<file path="src/rtl/prg_xlat_pkg.sv">
package prg_xlat_pkg;
    parameter int REG_W   = 8;
    parameter int INNER_W = 8;
    parameter int HB_W    = 10;
    parameter int BANK_W  = HB_W + 1;
    parameter int WINS    = 4;
    parameter int PAGE_W  = 2;

    typedef enum logic [2:0] {
        MODE_8K_W6 = 3'd0,
        MODE_8K_W5 = 3'd1,
        MODE_8K_W4 = 3'd2,
        MODE_16K   = 3'd3,
        MODE_32K   = 3'd4
    } bank_mode_e;

    typedef struct packed {
        logic [BANK_W-1:0] bank;
        logic [PAGE_W-1:0] page;
    } xlat_state_t;
endpackage

</file>
<file path="src/rtl/prg_hiblk.sv">
module prg_hiblk
    import prg_xlat_pkg::*;
(
    input  logic            r0_b3,
    input  logic            r0_b7,
    input  logic            blk_ext,
    input  logic            chr_ram,
    output logic [HB_W-1:0] hb
);
    always_comb begin
        hb    = '0;
        hb[7] = r0_b3;
        hb[8] = r0_b7;
        hb[9] = blk_ext & chr_ram;
    end
endmodule

</file>
<file path="src/rtl/prg_win_map.sv">
module prg_win_map
    import prg_xlat_pkg::*;
#(
    parameter int WIN = 0
) (
    input  logic [2:0]         mode,
    input  logic [REG_W-1:0]   r1,
    input  logic [HB_W-1:0]    hb,
    input  logic [INNER_W-1:0] inner,
    input  logic               ovr_en,
    input  logic [REG_W-1:0]   ovr_val,
    output logic [BANK_W-1:0]  bank
);
    localparam bit         HAS_OVR = (WIN >= 2);
    localparam logic [1:0] WIN_IDX = 2'(WIN);

    logic [HB_W-1:0] r1_x;
    logic [HB_W-1:0] v16;

    assign r1_x = HB_W'(r1);
    assign v16  = (r1_x & HB_W'('h7F)) | hb;

    always_comb begin
        unique case (mode)
            MODE_8K_W5: bank = {hb | (r1_x & HB_W'('h70)), 1'b0}
                             | BANK_W'(inner & INNER_W'('h1F));
            MODE_8K_W4: bank = {hb | (r1_x & HB_W'('h78)), 1'b0}
                             | BANK_W'(inner & INNER_W'('h0F));
            MODE_16K:   bank = {v16, WIN_IDX[0]};
            MODE_32K:   bank = {v16[HB_W-1:1], WIN_IDX};
            default:    bank = {hb | (r1_x & HB_W'('h60)), 1'b0}
                             | BANK_W'(inner & INNER_W'('h3F));
        endcase
        if (HAS_OVR && ovr_en && mode != MODE_16K && mode != MODE_32K)
            bank = BANK_W'(ovr_val);
    end
endmodule

</file>
<file path="src/rtl/prg_outer_xlat.sv">
module prg_outer_xlat
    import prg_xlat_pkg::*;
(
    input  logic                    clk,
    input  logic                    rst_n,
    input  logic [1:0]              win,
    input  logic [REG_W-1:0]        outer0,
    input  logic [REG_W-1:0]        outer1,
    input  logic                    blk_ext,
    input  logic [REG_W-1:0]        outer3,
    input  logic [REG_W-1:0]        outer4,
    input  logic [REG_W-1:0]        outer5,
    input  logic [WINS*INNER_W-1:0] inner_bank,
    input  logic [REG_W-1:0]        ram_ctl,
    input  logic                    chr_ram,
    output logic [BANK_W-1:0]       prg_bank,
    output logic [PAGE_W-1:0]       ram_page
);
    logic [HB_W-1:0]   hb;
    logic [BANK_W-1:0] win_bank [WINS];
    xlat_state_t       st_d, st_q;
    logic              unused_bits;

    assign unused_bits = ^{outer0[6:4], outer3[7:2], outer3[0], ram_ctl[7:2]};

    prg_hiblk u_hiblk (
        .r0_b3  (outer0[3]),
        .r0_b7  (outer0[7]),
        .blk_ext(blk_ext),
        .chr_ram(chr_ram),
        .hb     (hb)
    );

    for (genvar w = 0; w < WINS; w++) begin : g_win
        prg_win_map #(.WIN(w)) u_map (
            .mode   (outer0[2:0]),
            .r1     (outer1),
            .hb     (hb),
            .inner  (inner_bank[w*INNER_W +: INNER_W]),
            .ovr_en (outer3[1]),
            .ovr_val((w == 3) ? outer5 : outer4),
            .bank   (win_bank[w])
        );
    end

    always_comb begin
        st_d      = st_q;
        st_d.bank = win_bank[win];
        st_d.page = ram_ctl[PAGE_W-1:0];
    end

    always_ff @(posedge clk) begin
        if (!rst_n) st_q <= '0;
        else        st_q <= st_d;
    end

    assign prg_bank = st_q.bank;
    assign ram_page = st_q.page;

    assert_reset_clear_R1: assert property (@(posedge clk)
        $past(!rst_n) |-> (prg_bank == '0 && ram_page == '0));

    assert_ram_page_R10: assert property (@(posedge clk) disable iff (!rst_n)
        $past(rst_n) |-> ram_page == $past(ram_ctl[1:0]));

    assert_mode32_low_bits_R8: assert property (@(posedge clk) disable iff (!rst_n)
        ($past(rst_n) && $past(outer0[2:0]) == 3'd4) |-> prg_bank[1:0] == $past(win));

    assert_mode16_mirror_R7: assert property (@(posedge clk) disable iff (!rst_n)
        ($past(rst_n) && $past(outer0[2:0]) == 3'd3) |-> prg_bank[0] == $past(win[0]));

    assert_upper_override_R9: assert property (@(posedge clk) disable iff (!rst_n)
        ($past(rst_n) && $past(outer0[2:0]) < 3'd3 && $past(outer3[1]) && $past(win) == 2'd3)
        |-> prg_bank == BANK_W'($past(outer5)));

    assert_hb_gate_R3: assert property (@(posedge clk) disable iff (!rst_n)
        ($past(rst_n) && !$past(chr_ram) && $past(outer0[2:0]) == 3'd3) |-> !prg_bank[10]);
endmodule

</file>
<file path="config.mk">
export PLATFORM = sky130hd
export DESIGN_NAME = prg_outer_xlat
export DESIGN_NICKNAME = d
export VERILOG_FILES = /design/src/rtl/prg_xlat_pkg.sv /design/src/rtl/prg_hiblk.sv /design/src/rtl/prg_win_map.sv /design/src/rtl/prg_outer_xlat.sv
export SDC_FILE = /design/constraint.sdc
export NUM_CORES = 1
export LEC_CHECK = 0
export BUFFER_PORTS_ARGS = -buffer_cell sky130_fd_sc_hd__buf_4
export CAP_MARGIN = 0
export CELL_PAD_IN_SITES_DETAIL_PLACEMENT = 1
export CELL_PAD_IN_SITES_GLOBAL_PLACEMENT = 1
export CORE_ASPECT_RATIO = 0.6
export CORE_UTILIZATION = 24
export DETAILED_ROUTE_END_ITERATION = 8
export PLACE_DENSITY_LB_ADDON = 0.1
export SLEW_MARGIN = 20
export SYNTH_ARGS = -nofsm -noshare
export SYNTH_HDL_FRONTEND = slang
export SYNTH_SLANG_ARGS = --single-unit
</file>
<file path="constraint.sdc">
create_clock -name clk -period 2.7 [get_ports clk]
set_input_delay 0.27 -clock clk [delete_from_list [all_inputs] [get_ports clk]]
set_output_delay 0.27 -clock clk [all_outputs]
set_load 0.01 [all_outputs]
</file>
# Word level (Yosys, flattened, before mapping)
# Index checks and enable logic that the tools add are counted.
totals:
  output_inout_bits: 13
  in_bits: 86
  ff_bits: 13
classes:
  n_reduce_logical: 2
  n_bitwise: 18
  n_eq_ne: 6
  n_mux: 9
  order_cmp: 1
ops:
  columns: ["operator", "n"]
  rows:
  - ["11-bit one-hot mux with 4 select lines", 4]
  - ["11-bit 2-to-1 mux", 4]
  - ["11-bit by 4-bit bitwise OR with 11-bit output", 4]
  - ["11-bit by 5-bit bitwise OR with 11-bit output", 4]
  - ["11-bit by 6-bit bitwise OR with 11-bit output", 4]
  - ["10-bit by 7-bit bitwise OR with 10-bit output", 3]
  - ["11-bit binary-select mux with 2-bit select", 1]
  - ["7-bit by 10-bit bitwise OR with 10-bit output", 1]
  - ["3-bit by 2-bit == test with 1-bit output, second input constant", 2]
  - ["3-bit by 1-bit == test with 1-bit output, second input constant", 1]
  - ["3-bit == test, second input constant", 1]
  - ["3-bit >= comparator, second input constant", 1]
  - ["3-bit by 2-bit != test with 1-bit output, second input constant", 1]
  - ["3-bit != test, second input constant", 1]
  - ["2-bit inverter with 3-bit output", 1]
  - ["1-bit logical AND", 2]
  - ["1-bit bitwise AND", 1]

# Depth between registers and ports, before layout
# Gate-level depths: netlist of run 1.
logic_depth:
  ltp_word: 8
  ltp_mapped: 6

# Cells and area by module
# A second synthesis of run 1 with hierarchy kept.
hier_totals:
  cells_unflattened: 221
  area_unflattened_um2: 1778.0
modules_own_cells:
  columns: ["mod", "cells_each", "area_each_um2", "instances"]
  rows:
  - ["prg_outer_xlat", 55, 625.6, 1]
  - ["prg_win_map (g_win[0].u_map ...)", 33, 250.2, 2]
  - ["prg_win_map (g_win[2].u_map)", 44, 294.0, 1]
  - ["prg_win_map (g_win[3].u_map)", 45, 280.3, 1]
  - ["prg_hiblk", 11, 77.6, 1]

# Worst setup path after synthesis of run 1
# No wires, ideal clock.
synth_timing:
  path_kind: "input port to flip-flop"
  startpoint: "input outer0[0]"
  endpoint: "register st_q, in the netlist prg_bank[5]"
  slack_ps: 1315
  path_buffers: 1
  arrival_ps: 1299
  required_time_ps: 2614
  stages: 5
  path_cell_list: "buf_6 or3_4 a211oi_2 a31oi_1 a221oi_2"
synth_between:
  elab_chain_len: 7
synth_lines:
  columns: ["item", "line_no", "source"]
  rows:
  - ["from (decl)", "prg_outer_xlat.sv:7", "input logic [REG_W-1:0] outer0,"]
  - ["branches (longest 4 deep; another with 11-bit one-hot mux with 4 select lines)", null, null]
  - ["11-bit binary-select mux with 2-bit select (*)", "prg_outer_xlat.sv:48", "st_d.bank = win_bank[win];"]
  - ["11-bit 2-to-1 mux (implied by the code) (*) (2 in a row)", "prg_outer_xlat.sv:48", null]
  - ["to (signal assigned)", "prg_outer_xlat.sv:54", "else st_q <= st_d;"]
  - ["to (decl)", "prg_outer_xlat.sv:21", "xlat_state_t st_d, st_q;"]
# Every way passes the cells marked *. The select of a mux whose other input is x is not followed.
# A chain may end at the register's enable or synchronous reset.

# Final worst setup path of run 1
layout_timing:
  startpoint: "input outer0[2]"
  endpoint: "register st_q, in the netlist prg_bank[4]"
# Same word-level chain as after synthesis.

==> summary.md, run 1 <==
| Metric | Value |
|---|---|
| Row count | 17 |
| Mapped Cells | 99 |
| DP Worst Slack | ~1.1 ns |
| Netlist cell types | 38 |
| DRT antenna net count | 0 |
| Ports | slightly below 100 |
| Final hold vios | 0 |
| Max_cap viols | 0 |
| Cell chain of the critical path | buf_4 -> and3b_4 -> nor4_4 -> a31oi_2 -> a221oi_2 |
| Max transition margin | 61.1% |
| Worst Setup End Kind | register |
| Pin count of the biggest net entering global routing | 20 |
| NumNets Final | ~260 |
| CTS H-tree depth | 1 |
| Bufs on Longest Clock Path | 2 |
| Setup WS post-layout | ~1.4 ns |
| Ant diodes | 0 |
| Final WL | between 3000 and 4000 microns |
| Top Family by Delay on Critical Path | simple AND/OR/NAND/NOR gates |
| DIE WIDTH | ~80 microns |
| Drt drc | 0 |
| WHS Path Cells | 2 |
| Total CTS buffers | 3 |
| Outcome | complete, no violations |
| Mean Syn Cell Area | approximately 9.4 sq um |
| Max Clk Rate | 753 MHz |
| Slew Viols, Final | 0 |
| Post-Synthesis Cell Area | 930 sq um |
| Post-cts sizing count | 0 |
| Fill count | 433 |
| Slew at the pin with the worst max-slew slack | 0.579 ns |
| Initial antenna violation count | 0 |
| WL/cell | ~14 microns |
| Clock-pin transition on the worst setup and hold timing paths | roughly 0.06 ns |
| CP bufs+invs | 1 |
| CTS tree | built |
| Starting DRT DRC Count | 22 |
| Pwr/cell area | 378 nW/um^2 |
| Yosys warnings | 0 |
| Vias in the first global route | 1067 |
| Die Y | around 50 microns |
| Core region area | 3680 sq um |
| VDD IR-drop max | 0.201 mV |
| CP Class | input port to register |
| Initial DRT Pass Iterations | 4 |
| GPL Wtd Cong | 0.787 |
| CP required | approximately 2.9 ns |
| Hold Path End | ram_page[1] |
| Min-delay worst type | input port to register |
| Total congestion overflow | 0 |
| Final Critical Period | 1.33 ns |
| Final TNS setup | 0 ns |
| All-layer global routing usage | 15.6% |
| Post-synth EDFFs | 0 |
| CP peak stage delay | about 0.51 ns |
| Leakage power | 0.730 nW |
| Post-DP HPWL | ~2500 microns |
| Peak fanout along the critical path | 11 |
| Die area | 4130 sq um |
| Top_reg_cell synth | dfxtp_1 |
| Port bufs | 73 |
| Share of cells above drive strength 1 | 54.1% |
| # setup viols final | 0 |
| Fin crit share | ~49% |
| Root Driver | clkbuf_8 |
| Syn nets | 185 |
| Flops & latches, synth | 13 |
| Clock sink count | 13 |
| Seq/Total Area, Yosys | 28.0% |
| Vias per std cell | 4.79 |
| Vias post-DR | 1040 |
| Design area | 1540 sq um |
| Syn-to-layout area delta | 65.7% |
| Post-place instance area | 1500 sq um |
| Worst EP arrival | 1.48 ns |
| Starting density of the core | 25.3% |
| CP Launch Type | input port |
| Slowest CP cell | nor4_4 |
| First-pass GRT wire length | 4820 microns |
| Setup repair after global routing missed its margin | no |
| Post-CTS Setup Bufs | 0 |
| Worst Hold Launch | ram_ctl[1] |
| Async S/R FF share, synth | 0% |
| Hold-fix buffers, CTS | 0 |
where the power goes:
group,internal [W],total (W),switching (W)
Combinational,0.000115,0.000195,0.0000794
Clock,0.000104,0.000177,0.0000727
Sequential,0.000206,0.000210,0.00000386
sequential cells by signal, summed over array words and instances, names as in the netlist:
register,flops
prg_bank,11
ram_page,2
cell usage after synthesis, drive strengths merged, types with 3 or more instances:
library cell   n  share of area [%]
nor3           4                2.2
dfxtp         13                 28
buf            5                4.0
mux4           3                7.3
o21ai          5                2.7
inv            5                2.0
a31oi          3                2.7
a21oi          5                2.7
mux2i         12                 13
a211oi         4                3.8
nand2          5                2.0
nor2           6                2.4
nand3          4                2.2
metrics by stage:
stage	utilization, %	hold slack, ns	cells	total power, W
2_1_floorplan	-	0.388	99	0.000307
3_3_place_gp	40.6	0.474	213	0.000406
3_5_place_dp	40.6	0.478	213	0.000412
4_1_cts	41.9	0.224	217	0.000592
5_1_grt	41.9	0.236	217	0.000621
6_report	41.9	0.227	217	0.000582
cell families after synthesis:
kind of cell / after synthesis / synth area share (%)
and+or+nand+nor: 33 / 22.7
DFF: 13 / 28.0
muxes: 16 / 21.4
buffers and inverters: 11 / 6.46
AOI/OAI and AO/OA: 26 / 21.4
final cells by class:
| class | count | area [sq um] | share of cell area (%) |
|---|---|---|---|
| Multi-Input combinational cell | 75 | 609 | 39.6 |
| Timing Repair Buffer | 73 | 548 | 35.6 |
| Sequential cell | 13 | 260 | 16.9 |
| Tap cell | 47 | 58.8 | 3.82 |
| Clock buffer | 4 | 45.0 | 2.92 |
| Inverter | 5 | 18.8 | 1.22 |
how the worst max path moves through the flow:
stage / startpoint / endpoint / slack (ns) / cells after the start
after floorplan: outer0[0] / prg_bank[5] / 1.31 / 5
after global placement: outer0[0] / prg_bank[4] / 1.12 / 5
after detailed placement: outer0[2] / prg_bank[4] / 1.10 / 5
after CTS: outer0[2] / prg_bank[4] / 1.35 / 5
after global routing: outer0[2] / prg_bank[4] / 1.26 / 5
final: outer0[2] / prg_bank[4] / 1.37 / 5
per-layer routing:
layer  track usage (%)  vias to the layer above  part of all wire [%]
met5                 0                        -                     0
met4              1.75                        0                  0.56
met3              4.91                        2                   8.8
met1              19.3                      477                    44
li1                  -                      514                     -
met2              27.0                       47                    47
placed cells by master (no fill, tap or decap), types with 2 or more instances in the layout:
master	n
a211oi_1	3
a21oi_1	5
a221oi_2	2
a31oi_1	2
and2_1	2
and2b_2	2
and3_1	2
buf_4	73
clkbuf_8	3
dfxtp_1	13
inv_1	4
mux2i_1	12
mux4_2	3
nand2_1	5
nand3_1	4
nor2_1	6
nor3_1	4
o21ai_0	4
or2b_1	2
No activity file was read; power rests on OpenSTA's default activity.
==> run 2, diff against run 1 <==
- CORE_UTILIZATION: 24 -> 20
- clock period: 2.7 -> 1.2 ns (I/O delays scaled with it)
==> run 2 against run 1 <==
Against the previous run:
- count of clock-buffer cells in the layout unchanged
- sequential cell count unchanged
- hold slack worse by 0.15 ns
- largest cell class is now buffers
- via count is 6.4% higher
- routed wire length grew 16%
- clock power up 130%
==> summary.md, run 2 (synthesis results as in run 1) <==
| Metric | Value |
|---|---|
| Crit path from | outer0[0] |
| CTS H-tree depth | 1 (unchanged) |
| Die Y | 54.8 microns (+9.2%) |
| DRT antenna net count | 0 (unchanged) |
| CP Launch Type | input port |
| Fin crit share | 89.0% |
| Root Driver | clkbuf_8 |
| Max transition margin | 78.0% (+17 points) |
| CP required | 1.36 ns (-1.50 ns) |
| Most common cell after layout, fill and taps aside | buf_4 |
| Pin count of the biggest net entering global routing | 10 (-50%) |
| Most frequent cells in the layout | buf_4, dfxtp_1, mux2i_1 |
| Final hold vios | 0 (unchanged) |
| Post-cts sizing count | 0 (unchanged) |
| Vias post-DR | 1107 (+6.4%) |
| Core region area | 4280 sq um (+16%) |
| Min-delay worst type | input port to register |
| Hold Slack | 0.0754 ns (-0.152 ns) |
| Ports | 99 (unchanged) |
| Peak fanout along the critical path | 6 (-5) |
| GPL Wtd Cong | 0.723 (-8.2%) |
| CP Class | input port to register |
| All-layer global routing usage | 14.8% (-0.81 points) |
| Leakage power | 0.813 nW (+11%) |
| Slew at the pin with the worst max-slew slack | 0.329 ns (-0.249 ns) |
| Starting density of the core | 21.7% (-3.5 points) |
| Max Clk Rate | 936 MHz |
| Fill count | 520 (+20%) |
| Row count | 18 (+1) |
| Pwr Total | 0.00137 W (+130%) |
| Vias per std cell | 4.50 (-6.1%) |
| Share of cells above drive strength 1 | 58.1% (+3.9 points) |
| Initial antenna violation count | 0 (unchanged) |
| DIE WIDTH | 90.0 microns (+9.3%) |
| Footprint of the multi-input gates | 609 sq um (unchanged) |
| Final Critical Period | approximately 1.1 ns |
| Setup repair after global routing missed its margin | no |
| Clock-pin transition on the worst setup and hold timing paths | 0.06 ns (about the same) |
| Pwr/cell area | 809 nW/um^2 (+110%) |
| Total CTS buffers | 3 (unchanged) |
| Syn-to-layout area delta | 81.7% |
| Core Util, Final | 39.5% (-2.4 points) |
| Bufs on Longest Clock Path | 2 (unchanged) |
| Starting DRT DRC Count | 11 (-50%) |
| Port bufs | 73 (unchanged) |
| Drt drc | 0 (unchanged) |
| WHS Path Cells | 2 (unchanged) |
| Die area | 4930 sq um (+19%) |
| Ant diodes | 0 (unchanged) |
| Max FFs per register | 11 (unchanged) |
| Worst Hold Launch | ram_ctl[1] |
| Register area | 260 sq um (unchanged) |
| CTS tree | built |
| Final WL | 3480 microns (+16%) |
| Initial DRT Pass Iterations | 3 (-1) |
| Max_cap viols | 0 (unchanged) |
| Slew Viols, Final | 0 (unchanged) |
| # setup viols final | 0 (unchanged) |
| Placed insts | 242 (+14%) |
| Clock sink count | 13 (unchanged) |
| First-pass GRT wire length | 5560 microns (+15%) |
| Hold Path End | ram_page[1] |
| Worst EP arrival | 1.22 ns (-0.26 ns) |
| Hold-fix buffers, CTS | 0 (unchanged) |
| Worst Setup End Kind | register |
| Total congestion overflow | 0 (unchanged) |
| Post-CTS Setup Bufs | 0 (unchanged) |
| VDD IR-drop max | 0.321 mV (+60%) |
| WL/cell | 14.2 microns (+2.1%) |
| NumNets Final | 273 (+6.2%) |
| Fin cells | 246 (+13%) |
| Outcome | complete, no violations |
| Vias in the first global route | 1165 (+9.2%) |
| Post-DP HPWL | 2960 microns (+20%) |
==> run 2: layout make-up <==
cell class	count	area share, %
Multi-Input combinational cell	75	36.1
Timing Repair Buffer	89	40.3
Sequential cell	13	15.4
Tap cell	60	4.44
Inverter	5	1.11
Clock buffer	4	2.67
==> run 2: how the worst max path moves through the flow <==
stage	depth (start not counted)	endpoint	slack (ns)
after floorplan	5	prg_bank[5]	-0.006
after global placement	5	prg_bank[5]	-0.08
after detailed placement	5	prg_bank[5]	-0.11
after CTS	5	prg_bank[5]	0.13
after global routing	5	prg_bank[5]	0.06
final	5	prg_bank[5]	0.13
==> run 2: stage by stage <==
stage               setup TNS [ns]  setup WS, ns  area (sq um)
floorplan                 -0.00640      -0.00640           930
global placement            -0.359       -0.0804          1640
detailed placement          -0.438        -0.106          1640
CTS                              0         0.129          1690
global route                     0        0.0559          1690
finish                           0         0.131          1690
==> run 2: per-layer routing <==
metal / part of all wire, % / GRT usage [%]
met1: 44 / 16.5
met2: 49 / 28.8
met3: 6.0 / 4.72
met4: 0.26 / 2.69
met5: 0 / 0
==> run 2: report_power, final <==
group	internal (W)	leakage, nW	switching (W)	total (W)
combinational	0.000299	0.682	0.000192	0.000491
sequential	0.000465	0.108	0.00000932	0.000474
clock	0.000235	0.0228	0.000166	0.000400
==> run 2: worst max-delay path, cell delays in order <==
cell,delay [ns]
buf_4,0.14
or3_4,0.40
a21oi_1,0.16
o21ai_0,0.12
a221oi_2,0.28
==> run 3, diff against run 2 <==
- CORE_ASPECT_RATIO: 0.6 -> 0.8
- REMOVE_ABC_BUFFERS: unset -> 1
==> run 3 against run 2 <==
Against the previous run:
- worst setup slack improved by 0.021 ns
- sequential power barely moved
- count of clock-buffer cells in the layout is the same
- non-clock buffer count decreased by 2
- design area is 1.9% lower
- critical path depth is the same
- largest cell class unchanged
- largest power group unchanged
- highest routed layer unchanged
==> summary.md, run 3 (synthesis results as in run 1) <==
| Metric | Value |
|---|---|
| Max FFs per register | 11 (unchanged) |
| Clock-pin transition on the worst setup and hold timing paths | 0.05 ns (about the same) |
| DRT antenna net count | 0 (unchanged) |
| Initial DRT Pass Iterations | 3 (unchanged) |
| Post-cts sizing count | 0 (unchanged) |
| # setup viols final | 0 (unchanged) |
| Post-DP HPWL | 2620 microns (-12%) |
| Port bufs | 73 (unchanged) |
| Clock sink count | 13 (unchanged) |
| Slew Viols, Final | 0 (unchanged) |
| Setup repair after global routing missed its margin | no |
| Ant diodes | 0 (unchanged) |
| Outcome | complete, no violations |
| Leakage power | 0.798 nW (-1.8%) |
| Initial antenna violation count | 0 (unchanged) |
| Row count | 21 (+3) |
| Worst EP arrival | 1.20 ns (-0.02 ns) |
| Drt drc | 0 (unchanged) |
| Hold-fix buffers, CTS | 0 (unchanged) |
| Ports | 99 (unchanged) |
| GPL Wtd Cong | 0.758 (+4.9%) |
| VDD IR-drop max | 0.269 mV (-16%) |
| Core region area | 4310 sq um (+0.70%) |
| Most frequent cells in the layout | buf_4, dfxtp_1, mux2i_1 |
| Die Y | 63.0 microns (+15%) |
| Min-delay worst type | input port to register |
| CP Class | input port to register |
| Hold Slack | 0.0901 ns (+0.0147 ns) |
| Syn-to-layout area delta | 78.3% |
| DIE WIDTH | 78.2 microns (-13%) |
| Worst Setup End Kind | register |
| Peak fanout along the critical path | 4 (-2) |
| Starting DRT DRC Count | 10 (-1) |
| Placed insts | 237 (-2.1%) |
| NumNets Final | 271 (-0.73%) |
| CTS H-tree depth | 1 (unchanged) |
| CTS tree | built |
| Final Critical Period | 1.05 ns (-0.0211 ns) |
| Total CTS buffers | 3 (unchanged) |
| Vias post-DR | 1066 (-3.7%) |
| Max_cap viols | 0 (unchanged) |
| Starting density of the core | 21.6% (-0.15 points) |
| Max Clk Rate | 955 MHz (+2.0%) |
| Final hold vios | 0 (unchanged) |
| Final WL | 3030 microns (-13%) |
| Vias per std cell | 4.42 (-1.7%) |
| Max transition margin | 79.6% (+1.6 points) |
| All-layer global routing usage | 13.2% (-1.6 points) |
| CP Launch Type | input port |
| Fill count | 525 (+0.96%) |
| Core Util, Final | 38.5% (-1.0 points) |
| Post-CTS Setup Bufs | 0 (unchanged) |
| Pin count of the biggest net entering global routing | 11 (+1) |
| Fin cells | 241 (-2.0%) |
| Die area | 4930 sq um (-0.14%) |
| Vias in the first global route | 1136 (-2.5%) |
| WL/cell | 12.6 microns (-11%) |
| Footprint of the multi-input gates | 609 sq um (unchanged) |
| First-pass GRT wire length | 5200 microns (-6.5%) |
| Register area | 260 sq um (unchanged) |
| Bufs on Longest Clock Path | 2 (unchanged) |
| Most common cell after layout, fill and taps aside | buf_4 |
| Share of cells above drive strength 1 | 57.6% (-0.46 points) |
| Fin crit share | 87.3% (-1.8 points) |
| Slew at the pin with the worst max-slew slack | 0.303 ns (-0.0262 ns) |
| Root Driver | clkbuf_8 |
| Pwr/cell area | 800 nW/um^2 (-1.1%) |
| CP required | 1.36 ns (about the same) |
| Total congestion overflow | 0 (unchanged) |
## run 3: cell type report
class	instances	share of cell area, %
inverter	5	1.13
timing repair buffer	87	39.4
tap	57	4.30
multi-input combinational	75	36.8
sequential	13	15.7
clock buffer	4	2.72
## run 3: worst paths after layout
kind	from	endpoint	slack [ns]	depth (start not counted)
min	ram_ctl[1]	ram_page[1]	0.09	2
max	outer0[0]	prg_bank[5]	0.15	5
## run 3: per-layer routing
metal	up-vias	global-route usage, %	routed length (microns)
met4	0	3.47	8
met1	475	18.5	1470
li1	543	-	-
met3	2	2.19	201
met5	-	0	0
met2	46	20.7	1350
## run 3: worst max-delay path: stages
cell and delay, ns:
buf_4 0.13, or3_4 0.40, a211oi_2 0.22, a31oi_1 0.07, a221oi_2 0.26
## run 3: per-stage QoR
stage / power [W] / instance area (sq um) / TNS, ns / setup WS, ns
5_1_grt: 0.00142 / 1660 / 0 / 0.0660
3_5_place_dp: 0.000963 / 1610 / -0.302 / -0.0893
4_1_cts: 0.00135 / 1660 / 0 / 0.158
2_1_floorplan: 0.000660 / 888 / 0 / 0.0872
6_report: 0.00133 / 1660 / 0 / 0.153
3_3_place_gp: 0.000952 / 1610 / -0.224 / -0.0842
## run 3: where the power goes
group	internal [W]	total (W)	switching, W
logic	0.000290	0.000474	0.000184
clock network	0.000234	0.000379	0.000145
registers	0.000465	0.000473	0.00000817
